$ cat src/rtl/mdio_resp_pkg.sv
package mdio_resp_pkg;

    localparam int ADDR_W      = 5;
    localparam int DATA_W      = 16;
    localparam int PRE_LEN_DEF = 32;
    localparam int CNT_W       = 6;
    localparam int IDX_W       = $clog2(DATA_W);

    typedef enum logic [3:0] {
        S_PRE,
        S_ST1,
        S_OP1,
        S_OP2,
        S_PHY,
        S_REG,
        S_TA1,
        S_TA2,
        S_DAT
    } rx_state_e;

    typedef struct packed {
        rx_state_e           st;
        logic [CNT_W-1:0]    cnt;
        logic                op_hi;
        logic                is_rd;
        logic                ta_hi;
        logic [ADDR_W-1:0]   phy;
        logic [ADDR_W-1:0]   ra;
        logic [DATA_W-2:0]   sh;
    } rx_regs_t;

    typedef struct packed {
        logic oe;
        logic o;
    } tx_regs_t;

endpackage

$ cat src/rtl/mdio_rx_fsm.sv
module mdio_rx_fsm
    import mdio_resp_pkg::*;
#(
    parameter int PRE_LEN = PRE_LEN_DEF
) (
    input  logic              mdc,
    input  logic              rst_n,
    input  logic              mdio_i,
    input  logic [ADDR_W-1:0] phy_cfg,
    output rx_state_e         st,
    output logic [CNT_W-1:0]  cnt,
    output logic              is_rd,
    output logic [ADDR_W-1:0] reg_addr,
    output logic              we,
    output logic [DATA_W-1:0] wdata
);

    localparam logic [CNT_W-1:0] PRE_MAX   = CNT_W'(PRE_LEN);
    localparam logic [CNT_W-1:0] ADDR_LAST = CNT_W'(ADDR_W - 1);
    localparam logic [CNT_W-1:0] DATA_LAST = CNT_W'(DATA_W - 1);

    rx_regs_t q, d;
    logic     abort;

    always_comb begin
        d     = q;
        abort = 1'b0;
        we    = 1'b0;
        wdata = {q.sh, mdio_i};
        unique case (q.st)
            S_PRE: begin
                if (mdio_i) begin
                    if (q.cnt != PRE_MAX) d.cnt = q.cnt + 1'b1;
                end else if (q.cnt == PRE_MAX) begin
                    d.st  = S_ST1;
                    d.cnt = '0;
                end else begin
                    d.cnt = '0;
                end
            end
            S_ST1: begin
                if (mdio_i) d.st = S_OP1;
                else        abort = 1'b1;
            end
            S_OP1: begin
                d.op_hi = mdio_i;
                d.st    = S_OP2;
            end
            S_OP2: begin
                if (!mdio_i) begin
                    d.is_rd = q.op_hi;
                    d.st    = S_PHY;
                    d.cnt   = '0;
                end else begin
                    abort = 1'b1;
                end
            end
            S_PHY: begin
                d.phy = {q.phy[ADDR_W-2:0], mdio_i};
                if (q.cnt == ADDR_LAST) begin
                    if (d.phy != phy_cfg) begin
                        abort = 1'b1;
                    end else begin
                        d.st  = S_REG;
                        d.cnt = '0;
                    end
                end else begin
                    d.cnt = q.cnt + 1'b1;
                end
            end
            S_REG: begin
                d.ra = {q.ra[ADDR_W-2:0], mdio_i};
                if (q.cnt == ADDR_LAST) begin
                    d.st  = S_TA1;
                    d.cnt = '0;
                end else begin
                    d.cnt = q.cnt + 1'b1;
                end
            end
            S_TA1: begin
                d.ta_hi = mdio_i;
                d.st    = S_TA2;
            end
            S_TA2: begin
                if (!q.is_rd && !(q.ta_hi && !mdio_i)) begin
                    abort = 1'b1;
                end else begin
                    d.st  = S_DAT;
                    d.cnt = '0;
                end
            end
            S_DAT: begin
                d.sh = wdata[DATA_W-2:0];
                if (q.cnt == DATA_LAST) begin
                    we    = !q.is_rd;
                    d.st  = S_PRE;
                    d.cnt = '0;
                end else begin
                    d.cnt = q.cnt + 1'b1;
                end
            end
            default: abort = 1'b1;
        endcase
        if (abort) begin
            d.st  = S_PRE;
            d.cnt = '0;
        end
    end

    always_ff @(posedge mdc or negedge rst_n) begin
        if (!rst_n) q <= '0;
        else        q <= d;
    end

    assign st       = q.st;
    assign cnt      = q.cnt;
    assign is_rd    = q.is_rd;
    assign reg_addr = q.ra;

endmodule

$ cat src/rtl/mdio_regbank.sv
module mdio_regbank
    import mdio_resp_pkg::*;
#(
    parameter int AW = ADDR_W,
    parameter int DW = DATA_W
) (
    input  logic          clk,
    input  logic          rst_n,
    input  logic          we,
    input  logic [AW-1:0] addr,
    input  logic [DW-1:0] wdata,
    output logic [DW-1:0] rdata
);

    localparam int NREG = 1 << AW;

    logic [DW-1:0] mem_q [NREG];

    for (genvar i = 0; i < NREG; i++) begin : g_reg
        logic [DW-1:0] nxt_d;
        always_comb begin
            nxt_d = mem_q[i];
            if (we && addr == AW'(i)) nxt_d = wdata;
        end
        always_ff @(posedge clk or negedge rst_n) begin
            if (!rst_n) mem_q[i] <= '0;
            else        mem_q[i] <= nxt_d;
        end
    end

    assign rdata = mem_q[addr];

endmodule

$ cat src/rtl/mdio_tx_drv.sv
module mdio_tx_drv
    import mdio_resp_pkg::*;
(
    input  logic              mdc,
    input  logic              rst_n,
    input  rx_state_e         st,
    input  logic              is_rd,
    input  logic [IDX_W-1:0]  bit_cnt,
    input  logic [DATA_W-1:0] rdata,
    output logic              mdio_o,
    output logic              mdio_oe
);

    tx_regs_t         q, d;
    logic [IDX_W-1:0] sel;

    always_comb begin
        sel  = IDX_W'(DATA_W - 1) - bit_cnt;
        d.oe = 1'b0;
        d.o  = 1'b1;
        if (is_rd && st == S_TA2) begin
            d.oe = 1'b1;
            d.o  = 1'b0;
        end else if (is_rd && st == S_DAT) begin
            d.oe = 1'b1;
            d.o  = rdata[sel];
        end
    end

    always_ff @(negedge mdc or negedge rst_n) begin
        if (!rst_n) q <= '{oe: 1'b0, o: 1'b1};
        else        q <= d;
    end

    assign mdio_o  = q.o;
    assign mdio_oe = q.oe;

endmodule

$ cat src/rtl/mdio_responder.sv
module mdio_responder
    import mdio_resp_pkg::*;
#(
    parameter int PRE_LEN = PRE_LEN_DEF
) (
    input  logic              mdc,
    input  logic              rst_n,
    input  logic [ADDR_W-1:0] phy_addr,
    input  logic              mdio_i,
    output logic              mdio_o,
    output logic              mdio_oe
);

    rx_state_e         rx_st;
    logic [CNT_W-1:0]  rx_cnt;
    logic              rx_is_rd;
    logic [ADDR_W-1:0] rx_ra;
    logic              rx_we;
    logic [DATA_W-1:0] rx_wdata;
    logic [DATA_W-1:0] bank_rdata;

    mdio_rx_fsm #(.PRE_LEN(PRE_LEN)) u_rx (
        .mdc      (mdc),
        .rst_n    (rst_n),
        .mdio_i   (mdio_i),
        .phy_cfg  (phy_addr),
        .st       (rx_st),
        .cnt      (rx_cnt),
        .is_rd    (rx_is_rd),
        .reg_addr (rx_ra),
        .we       (rx_we),
        .wdata    (rx_wdata)
    );

    mdio_regbank u_bank (
        .clk   (mdc),
        .rst_n (rst_n),
        .we    (rx_we),
        .addr  (rx_ra),
        .wdata (rx_wdata),
        .rdata (bank_rdata)
    );

    mdio_tx_drv u_tx (
        .mdc     (mdc),
        .rst_n   (rst_n),
        .st      (rx_st),
        .is_rd   (rx_is_rd),
        .bit_cnt (rx_cnt[IDX_W-1:0]),
        .rdata   (bank_rdata),
        .mdio_o  (mdio_o),
        .mdio_oe (mdio_oe)
    );

endmodule

$ cat config.mk
export PLATFORM = sky130hd
export DESIGN_NAME = mdio_responder
export DESIGN_NICKNAME = d
export VERILOG_FILES = /design/src/rtl/mdio_resp_pkg.sv /design/src/rtl/mdio_rx_fsm.sv /design/src/rtl/mdio_regbank.sv /design/src/rtl/mdio_tx_drv.sv /design/src/rtl/mdio_responder.sv
export SDC_FILE = /design/constraint.sdc
export NUM_CORES = 1
export LEC_CHECK = 0
export ABC_AREA = 0
export ABC_CLOCK_PERIOD_IN_PS = 2600
export BUFFER_PORTS_ARGS = -buffer_cell sky130_fd_sc_hd__clkbuf_2
export CAP_MARGIN = 20
export CORE_MARGIN = 4
export CORE_UTILIZATION = 50
export CTS_BUF_LIST = sky130_fd_sc_hd__clkbuf_4
export DETAILED_ROUTE_END_ITERATION = 6
export PLACE_DENSITY_LB_ADDON = 0.25
export SLEW_MARGIN = 20
export SYNTH_ARGS = -nofsm -noshare
export SYNTH_HDL_FRONTEND = slang
export SYNTH_SLANG_ARGS = --single-unit
$ cat constraint.sdc
create_clock -name mdc -period 2.6 [get_ports mdc]
set_input_delay 0.52 -clock mdc [delete_from_list [all_inputs] [get_ports mdc]]
set_output_delay 0.52 -clock mdc [all_outputs]
set_load 0.01 [all_outputs]
---- Word-level counts from Yosys, hierarchy flattened ----
Index checks and enable logic that the tools add are counted.
storage, ports and cells
  bits in registers ....................... 551
  logic and storage cells ................. 182
  output and inout port bits .............. 2
operators by class
  equal/unequal tests ..................... 55
  mux-type cells .......................... 32
  reduce and logical (&&, ||, !) cells .... 47
  $lt $le $gt $ge ......................... 2
  bitwise gates (word level) .............. 2
  add/subtract/negate cells ............... 2
operators with widths
  operator                                                count
  binary-select mux 16 bit (select 5 bit)                 1
  equality test 5 bit (second input constant)             16
  equality test 5 x 4 -> 1 bit (second input constant)    8
  2-to-1 mux 10 bit                                       4
  logical AND 1 bit                                       36
  case mux 4 bit (9 select lines)                         1
  case mux 6 bit (6 select lines)                         1
  2-to-1 mux 16 bit                                       2
  2-to-1 mux 6 bit                                        5
  2-to-1 mux 4 bit                                        6
  equality test 5 x 3 -> 1 bit (second input constant)    4
  equality test 4 x 3 -> 1 bit (second input constant)    4
  inequality test 3 x 2 -> 1 bit (second input constant)  5
  inequality test 3 x 1 -> 1 bit (second input constant)  4
  equality test 5 x 2 -> 1 bit (second input constant)    2
  AND reduction 10 bit                                    1
  nonzero test 10 bit                                     1
  equality test 4 x 2 -> 1 bit (second input constant)    2
  2-to-1 mux 1 bit                                        8
  nonzero test 7 bit                                      1
  adder 6 x 1 -> 6 bit (second input constant)            1
  equality test 6 x 3 -> 1 bit (second input constant)    1
  equality test 6 x 4 -> 1 bit (second input constant)    1
  equality test 6 bit (second input constant)             1
  21 further kinds                                        24

---- Longest topological paths before layout ----
Gate-level depths: netlist (run 1).
  depth after elaboration ................. 8
  mapped depth ............................ 12

---- By module ----
Synthesis (run 1) repeated with hierarchy kept, for this count alone.
second synthesis, totals
  cells, all modules ...................... 1,781
  area, all modules ....................... 25,818.5 um2
modules (own cells, without submodules)
  module        seq. area each (um2)  area an instance (um2)  times used  cells an instance
  mdio_regbank  12,812.3              23,408.7                1           1,561
  mdio_rx_fsm   925.9                 2,150.8                 1           197
  mdio_tx_drv   51.3                  259.0                   1           23

==> impl_metrics.json, run 1 <==
{
  "cap_viol_max_count": 0,
  "numCtsBuffers": 145,
  "yosysWarnings": 0,
  "start_util_pct": 50.67,
  "status": "finished with violations",
  "p_leak_nw": 14.73,
  "drc": 0,
  "setup_ws_ns": -1.478,
  "crit_top_cell": "buf_12",
  "clockRootBuffer": "clkbuf_4",
  "avgSynthCellArea_sq_um": 14.94,
  "gp_congestion": 0.9461,
  "path_buf_inv": 4,
  "tightest_slew_ns": 0.8626,
  "yosysTopAreaCell": "dfrtp_1",
  "first_iter_violations": 1174,
  "cts_buffer_depth": 3,
  "final_cell_mix": "543 x dfrtp_1, 527 x mux2_2, 201 x clkbuf_4",
  "clkLatencyLatePin_ns": 0.97,
  "clock_skew_ns": 0.1275,
  "critPathMaxStageDelay_ns": 0.50,
  "antenna_found_initial": 1,
  "design.portCount": 10,
  "vias": 16260,
  "core_sq_um": 50170,
  "nets": 1968,
  "grt.total_usage_pct": 25.82,
  "viasPerCell": 5.981,
  "regArea_sq_um": 13800,
  "instances_no_fill": 2719,
  "ys_top_cells_by_area": "dfrtp_1 54%, mux2_2 24%, mux4_2 9.0%",
  "wl_um": 68560,
  "tns_ns": -3.620,
  "synth_top_area_share_pct": 54.04,
  "final_area_sq_um": 30170,
  "combPwrFrac_pct": 29.5,
  "powerDensity_nw_per_um2": 746.9,
  "synth.ff_latch_count": 551,
  "syn_to_final_growth_pct": 18.68,
  "dp_cells": 2455,
  "critPathKind": "flop to flop",
  "synth_ff_type": "dfrtp_1",
  "cp.arrival_ns": 3.59,
  "clock_sinks": 551,
  "fillers": 3892,
  "synth_nets": 1712,
  "hold_violations": 0,
  "seq_power_share_pct": 39.7,
  "p_sw_mw": 7.192,
  "place.detailed.hpwl_um": 44250,
  "clock_power_share_pct": 30.7,
  "firstDrtPassIters": 5,
  "ant_nets": 0,
  "multi_input_area_sq_um": 11160,
  "syn_inst": 1702,
  "cts_tree": "yes",
  "grt_start_max_net_pins": 144,
  "cpMaxStageDelayCell": "dfrtp_4",
  "final_common_cell": "dfrtp_1",
  "ir_drop_v": 0.0005572,
  "drive_above_1_share_pct": 57.50,
  "crit_path_max_fanout": 9,
  "cts_htree_levels": 4,
  "dieArea_sq_um": 54520,
  "violations": "setup timing",
  "cp-end-kind": "flop",
  "grt_pass1_wl_um": 105400,
  "path_cells": "buf_12 > buf_12 > buf_12 > buf_12 > mux4_2 > a22oi_2 > nand2_1 > nor4_1 > nor4_2 > nand3_1 > a32oi_1",
  "setup_viol": 49,
  "fp.dieW_um": 233.5,
  "grt_pass1_vias": 17120,
  "drv_slew": 0,
  "clk_pin_slew_ns": 0.07,
  "synth_cell_types": 70,
  "finalPower_mw": 22.53,
  "rows": 82,
  "timing.slew.headroom_pct": 42.50,
  "grt_setup_unrepaired": "yes",
  "placed_area_sq_um": 27810,
  "routedWlPerCell_um": 25.22,
  "synthArstFlopShare_pct": 100.0,
  "swShare_pct": 31.92,
  "seq_area_frac_synth_pct": 54.24,
  "globalRouteOverflowTotal": 0,
  "start_kind": "flop",
  "hp-class": "input pin to flop",
  "crit_family": "simple AND/OR/NAND/NOR gates",
  "internal_power_mw": 15.34,
  "synth_area_sq_um": 25420,
  "portBuffers": 9,
  "die_h_um": 233.5,
  "synth_edf_count": 0,
  "required_ns": 2.11
}
## per-stage QoR
| stage | hold slack, ns | utilization, % | setup WS [ns] |
|---|---|---|---|
| final | 0.1019 | 60.14 | -1.478 |
| after global placement | 0.4808 | 55.43 | -1.444 |
| after detailed placement | 0.4873 | 55.43 | -1.429 |
| after floorplan | 0.2244 | - | -0.9759 |
| after CTS | 0.008947 | 59.37 | -1.430 |
| after global routing | 0.07614 | 60.11 | -1.509 |
## routing by layer
| metal | track usage [%] | wire length [um] | vias to the layer above |
|---|---|---|---|
| met3 | 6.110 | 4188 | 95 |
| met4 | 7.909 | 1369 | 0 |
| met2 | 38.86 | 31790 | 504 |
| met5 | 0 | 0 | - |
| li1 | - | - | 6948 |
| met1 | 37.61 | 31220 | 8716 |
## worst register-to-register path, stage by stage, from the launching register on
cell     delay [ns]
dfrtp_4        0.50
buf_12         0.15
buf_12         0.14
buf_12         0.13
buf_12         0.15
mux4_2         0.45
a22oi_2        0.26
nand2_1        0.19
nor4_1         0.30
nor4_2         0.09
nand3_1        0.11
a32oi_1        0.12
## cells by family (layout without fill, tap and decap cells)
logic type,after synthesis,after routing,synth area share [%]
muxes,708,708,35.77
DFF,551,551,54.24
buffers and inverters,159,497,3.120
and+or+nand+nor,146,146,2.879
AOI/OAI and AO/OA,130,130,3.686
xor gates and xnor gates,6,6,0.2067
adders and majority gates,2,2,0.09842
other,0,7,0
## sequential cells by signal (all words and copies together), names as in the netlist
name / flops
u_bank.mem_q: 512
u_rx.cnt: 6
u_rx.is_rd: 1
u_rx.q: 6
u_rx.reg_addr: 5
u_rx.st: 4
u_rx.wdata: 15
u_tx.mdio_o: 1
u_tx.mdio_oe: 1
## what timing repair did
item	in CTS	in global routing
hold buffers	1	0
pin swaps	4	10
endpoints found under the hold margin	286	0
setup buffers	10	12
endpoints found under the setup margin	523	242
resized for setup	42	60
gates cloned	3	3
## power groups by stage
stage | Sequential (mW) | Combinational (mW) | Clock [mW]
2_1_floorplan | 8.98 | 3.37 | 0.00481
3_3_place_gp | 9.11 | 5.95 | 0.00481
3_5_place_dp | 9.11 | 6.01 | 0.00481
4_1_cts | 8.94 | 6.41 | 7.13
5_1_grt | 8.97 | 6.96 | 7.62
6_report | 8.95 | 6.65 | 6.93
## layout make-up
type	instances	area share (%)
flip-flops and latches	551	45.75
diodes	7	0.05806
well taps	672	2.787
clock inverters	29	0.3774
inverters	11	0.1369
clock buffers	201	5.001
repair buffers	256	8.900
multi-input cells	992	36.99
## final timing paths
check | startpoint | endpoint | slack, ns | cells past startpoint
max | u_rx.reg_addr[0] | u_tx.mdio_o | -1.48 | 11
min | mdio_i | u_rx.st[1] | 0.10 | 5
max reg2reg | u_rx.reg_addr[0] | u_tx.mdio_o | -1.48 | 11
min reg2reg | u_bank.mem_q[158] | u_bank.mem_q[158] | 0.50 | 1
max in group asynchronous | rst_n | u_tx.mdio_o | 1.09 | 2
min in group asynchronous | rst_n | u_bank.mem_q[21] | 0.16 | 3
## cell usage after synthesis, types with 5 or more instances
cell	instances
dfrtp_1	549
mux2_2	544
mux4_2	102
clkbuf_1	69
nand2_1	63
mux2i_1	59
buf_2	51
nor2_1	28
a21oi_1	23
o21ai_0	19
buf_4	18
o221ai_1	16
a22oi_1	10
inv_1	10
a211oi_1	7
nand2b_1	7
nor2b_1	7
a22o_1	6
nand3_1	6
o22ai_1	6
a221oi_1	5
buf_6	5
o22a_1	5
Power figures use the tool's default switching activity.
==> run 2, diff against run 1 <==
==> constraint.sdc (replaced) <==
create_clock -name mdc -period 2.6 [get_ports mdc]
set_input_delay 0.39 -clock mdc [delete_from_list [all_inputs] [get_ports mdc]]
set_output_delay 0.39 -clock mdc [all_outputs]
set_load 0.01 [all_outputs]
==> run 2 against run 1 <==
Effect of this change:
- the run still ends with setup timing left
- flip-flop and latch count is the same
- non-clock buffer count grew 45
- cell area grew 5.7%
- worst hold slack lost 0.030 ns
- sequential share of layout area shrank 2.4 points
- die area is the same
- clock-buffer cell count grew 6
- global-route usage grew 0.47 points
==> impl_metrics.json, run 2 (synthesized netlist as in run 1, its figures left out) <==
{
  "setup_viol": 422,
  "cts_tree": "yes",
  "first_iter_violations": 1333,
  "portBuffers": 9,
  "violations": "setup timing",
  "grt_start_max_net_pins": 142,
  "ir_drop_v": 0.0004593,
  "tightest_slew_ns": 0.9136,
  "grt_setup_unrepaired": "yes",
  "largest_register": "u_bank.mem_q",
  "cp.arrival_ns": 3.49,
  "grt.total_usage_pct": 26.29,
  "setup_ws_ns": -1.359,
  "globalRouteOverflowTotal": 0,
  "firstDrtPassIters": 5,
  "grt_pass1_vias": 17200,
  "cap_viol_max_count": 0,
  "tns_ns": -72.08,
  "cp-end-kind": "flop",
  "cts_htree_levels": 4,
  "critPathKind": "flop to flop",
  "fp.dieW_um": 233.5,
  "whs_ns": 0.07181,
  "wl_um": 72360,
  "instances_no_fill": 2769,
  "cts_buffer_depth": 3,
  "reg2reg_setup_slack_ns": -1.36,
  "antenna_found_initial": 2,
  "path_buf_inv": 5,
  "path_cells": "buf_12 > buf_12 > buf_12 > buf_4 > mux4_2 > mux2i_1 > buf_4 > o21ai_0 > a311o_1 > nand3_1 > a32oi_1",
  "dieArea_sq_um": 54520,
  "dp_cells": 2454,
  "final_cell_mix": "542 x dfrtp_1, 508 x mux2_2, 207 x clkbuf_4",
  "cp-endpoint": "u_tx.mdio_o",
  "design.portCount": 10,
  "routedWlPerCell_um": 26.13,
  "clkLatencyLatePin_ns": 0.96,
  "hold_violations": 0,
  "fillers": 3584,
  "multi_input_area_sq_um": 11670,
  "ant_nets": 0,
  "numCtsBuffers": 146,
  "r2r-start": "u_rx.reg_addr[0]",
  "viasPerCell": 6.042,
  "final_area_sq_um": 31880,
  "p_leak_nw": 15.42,
  "core_sq_um": 50170,
  "required_ns": 2.13,
  "clock_sinks": 551,
  "crit_path_max_fanout": 12,
  "drc": 0,
  "start_util_pct": 50.67,
  "reg2reg_depth": 11,
  "clk_pin_slew_ns": 0.06,
  "syn_to_final_growth_pct": 25.39,
  "crit_top_cell": "buf_12",
  "start_kind": "flop",
  "crit_family": "compound AO/OA/AOI/OAI gates",
  "critPathMaxStageDelay_ns": 0.51,
  "reg2reg_to": "u_tx.mdio_o",
  "regArea_sq_um": 13800,
  "place.detailed.hpwl_um": 43570,
  "gp_congestion": 0.9312,
  "largest_register_ffs": 512,
  "drv_slew": 0,
  "clockRootBuffer": "clkbuf_4",
  "placed_area_sq_um": 27800,
  "vias": 16730,
  "grt_pass1_wl_um": 106900,
  "final_common_cell": "dfrtp_1",
  "cpMaxStageDelayCell": "dfrtp_4",
  "clock_skew_ns": 0.1268,
  "drive_above_1_share_pct": 60.17,
  "finalPower_mw": 23.90,
  "powerDensity_nw_per_um2": 749.7,
  "worst-path-stages": 11,
  "hp-class": "input pin to flop",
  "status": "finished with violations",
  "rows": 82,
  "startpoint": "u_rx.reg_addr[0]",
  "die_h_um": 233.5,
  "timing.slew.headroom_pct": 39.09,
  "nets": 2014
}
==> run 2: cell count changes in the layout (fill, tap and decap cells not counted), moves of 6 or more <==
cell / before / now
nand2_1: 51 / 35
buf_12: 47 / 56
buf_16: 1 / 10
clkbuf_4: 201 / 207
mux2_2: 527 / 508
buf_4: 178 / 154
buf_8: 1 / 14
buf_6: 16 / 38
clkbuf_16: 3 / 13
nand2_8: 1 / 18
mux2_4: 17 / 36
==> run 2: what timing repair did <==
item	in CTS	in global routing
gates cloned	13	14
endpoints found under the hold margin	383	0
hold buffers	5	0
pin swaps	18	25
resized for setup	123	151
setup buffers	30	14
setup endpoints to repair	523	524
==> run 2: how the worst min path moves through the flow <==
stage | end | from | cells after the start | slack (ns)
3_3_place_gp | u_bank.mem_q[112] | rst_n | 1 | 0.24
6_report | u_rx.st[2] | phy_addr[3] | 6 | 0.07
5_1_grt | u_rx.st[2] | phy_addr[1] | 6 | 0.10
4_1_cts | u_rx.st[2] | phy_addr[3] | 6 | 0.0008
3_5_place_dp | u_bank.mem_q[112] | rst_n | 1 | 0.23
2_1_floorplan | u_bank.mem_q[0] | rst_n | 0 | 0.09
==> run 2: area by class of cell <==
class                   count  share of cell area, %
diodes                      3                0.02355
clock buffers             207                  4.875
clock inverters            32                 0.7929
inverters                  11                 0.1413
multi-input cells         992                  36.61
flip-flops and latches    551                  43.30
well taps                 672                  2.638
repair buffers            301                  11.62
==> run 2: metrics by stage <==
stage	utilization, %	setup slack [ns]
global placement	55.41	-1.421
detailed placement	55.41	-1.371
CTS	61.36	-1.348
floorplan	-	-0.9759
finish	63.53	-1.359
global route	63.53	-1.489
==> run 2: report_power, final <==
part	internal, mW	switching, mW
logic	3.40	3.97
registers	8.74	0.157
clock network	4.12	3.51
total	16.3	7.64
==> run 2: worst register-to-register path, delay by kind of cell, from the launching register on <==
family,cells,cell delay [ns]
AND/OR/NAND/NOR,1,0.07
flip-flops,1,0.51
AO/OA/AOI/OAI,3,0.80
buffers and inverters,5,0.74
multiplexers,2,0.38
==> run 2: layer usage <==
metal | track usage, % | vias to the layer above | wire length (um)
li1 | - | 7058 | -
met1 | 37.33 | 8938 | 31990
met2 | 39.67 | 604 | 33380
met3 | 6.841 | 129 | 5051
met4 | 9.098 | 0 | 1941
met5 | 0 | - | 0
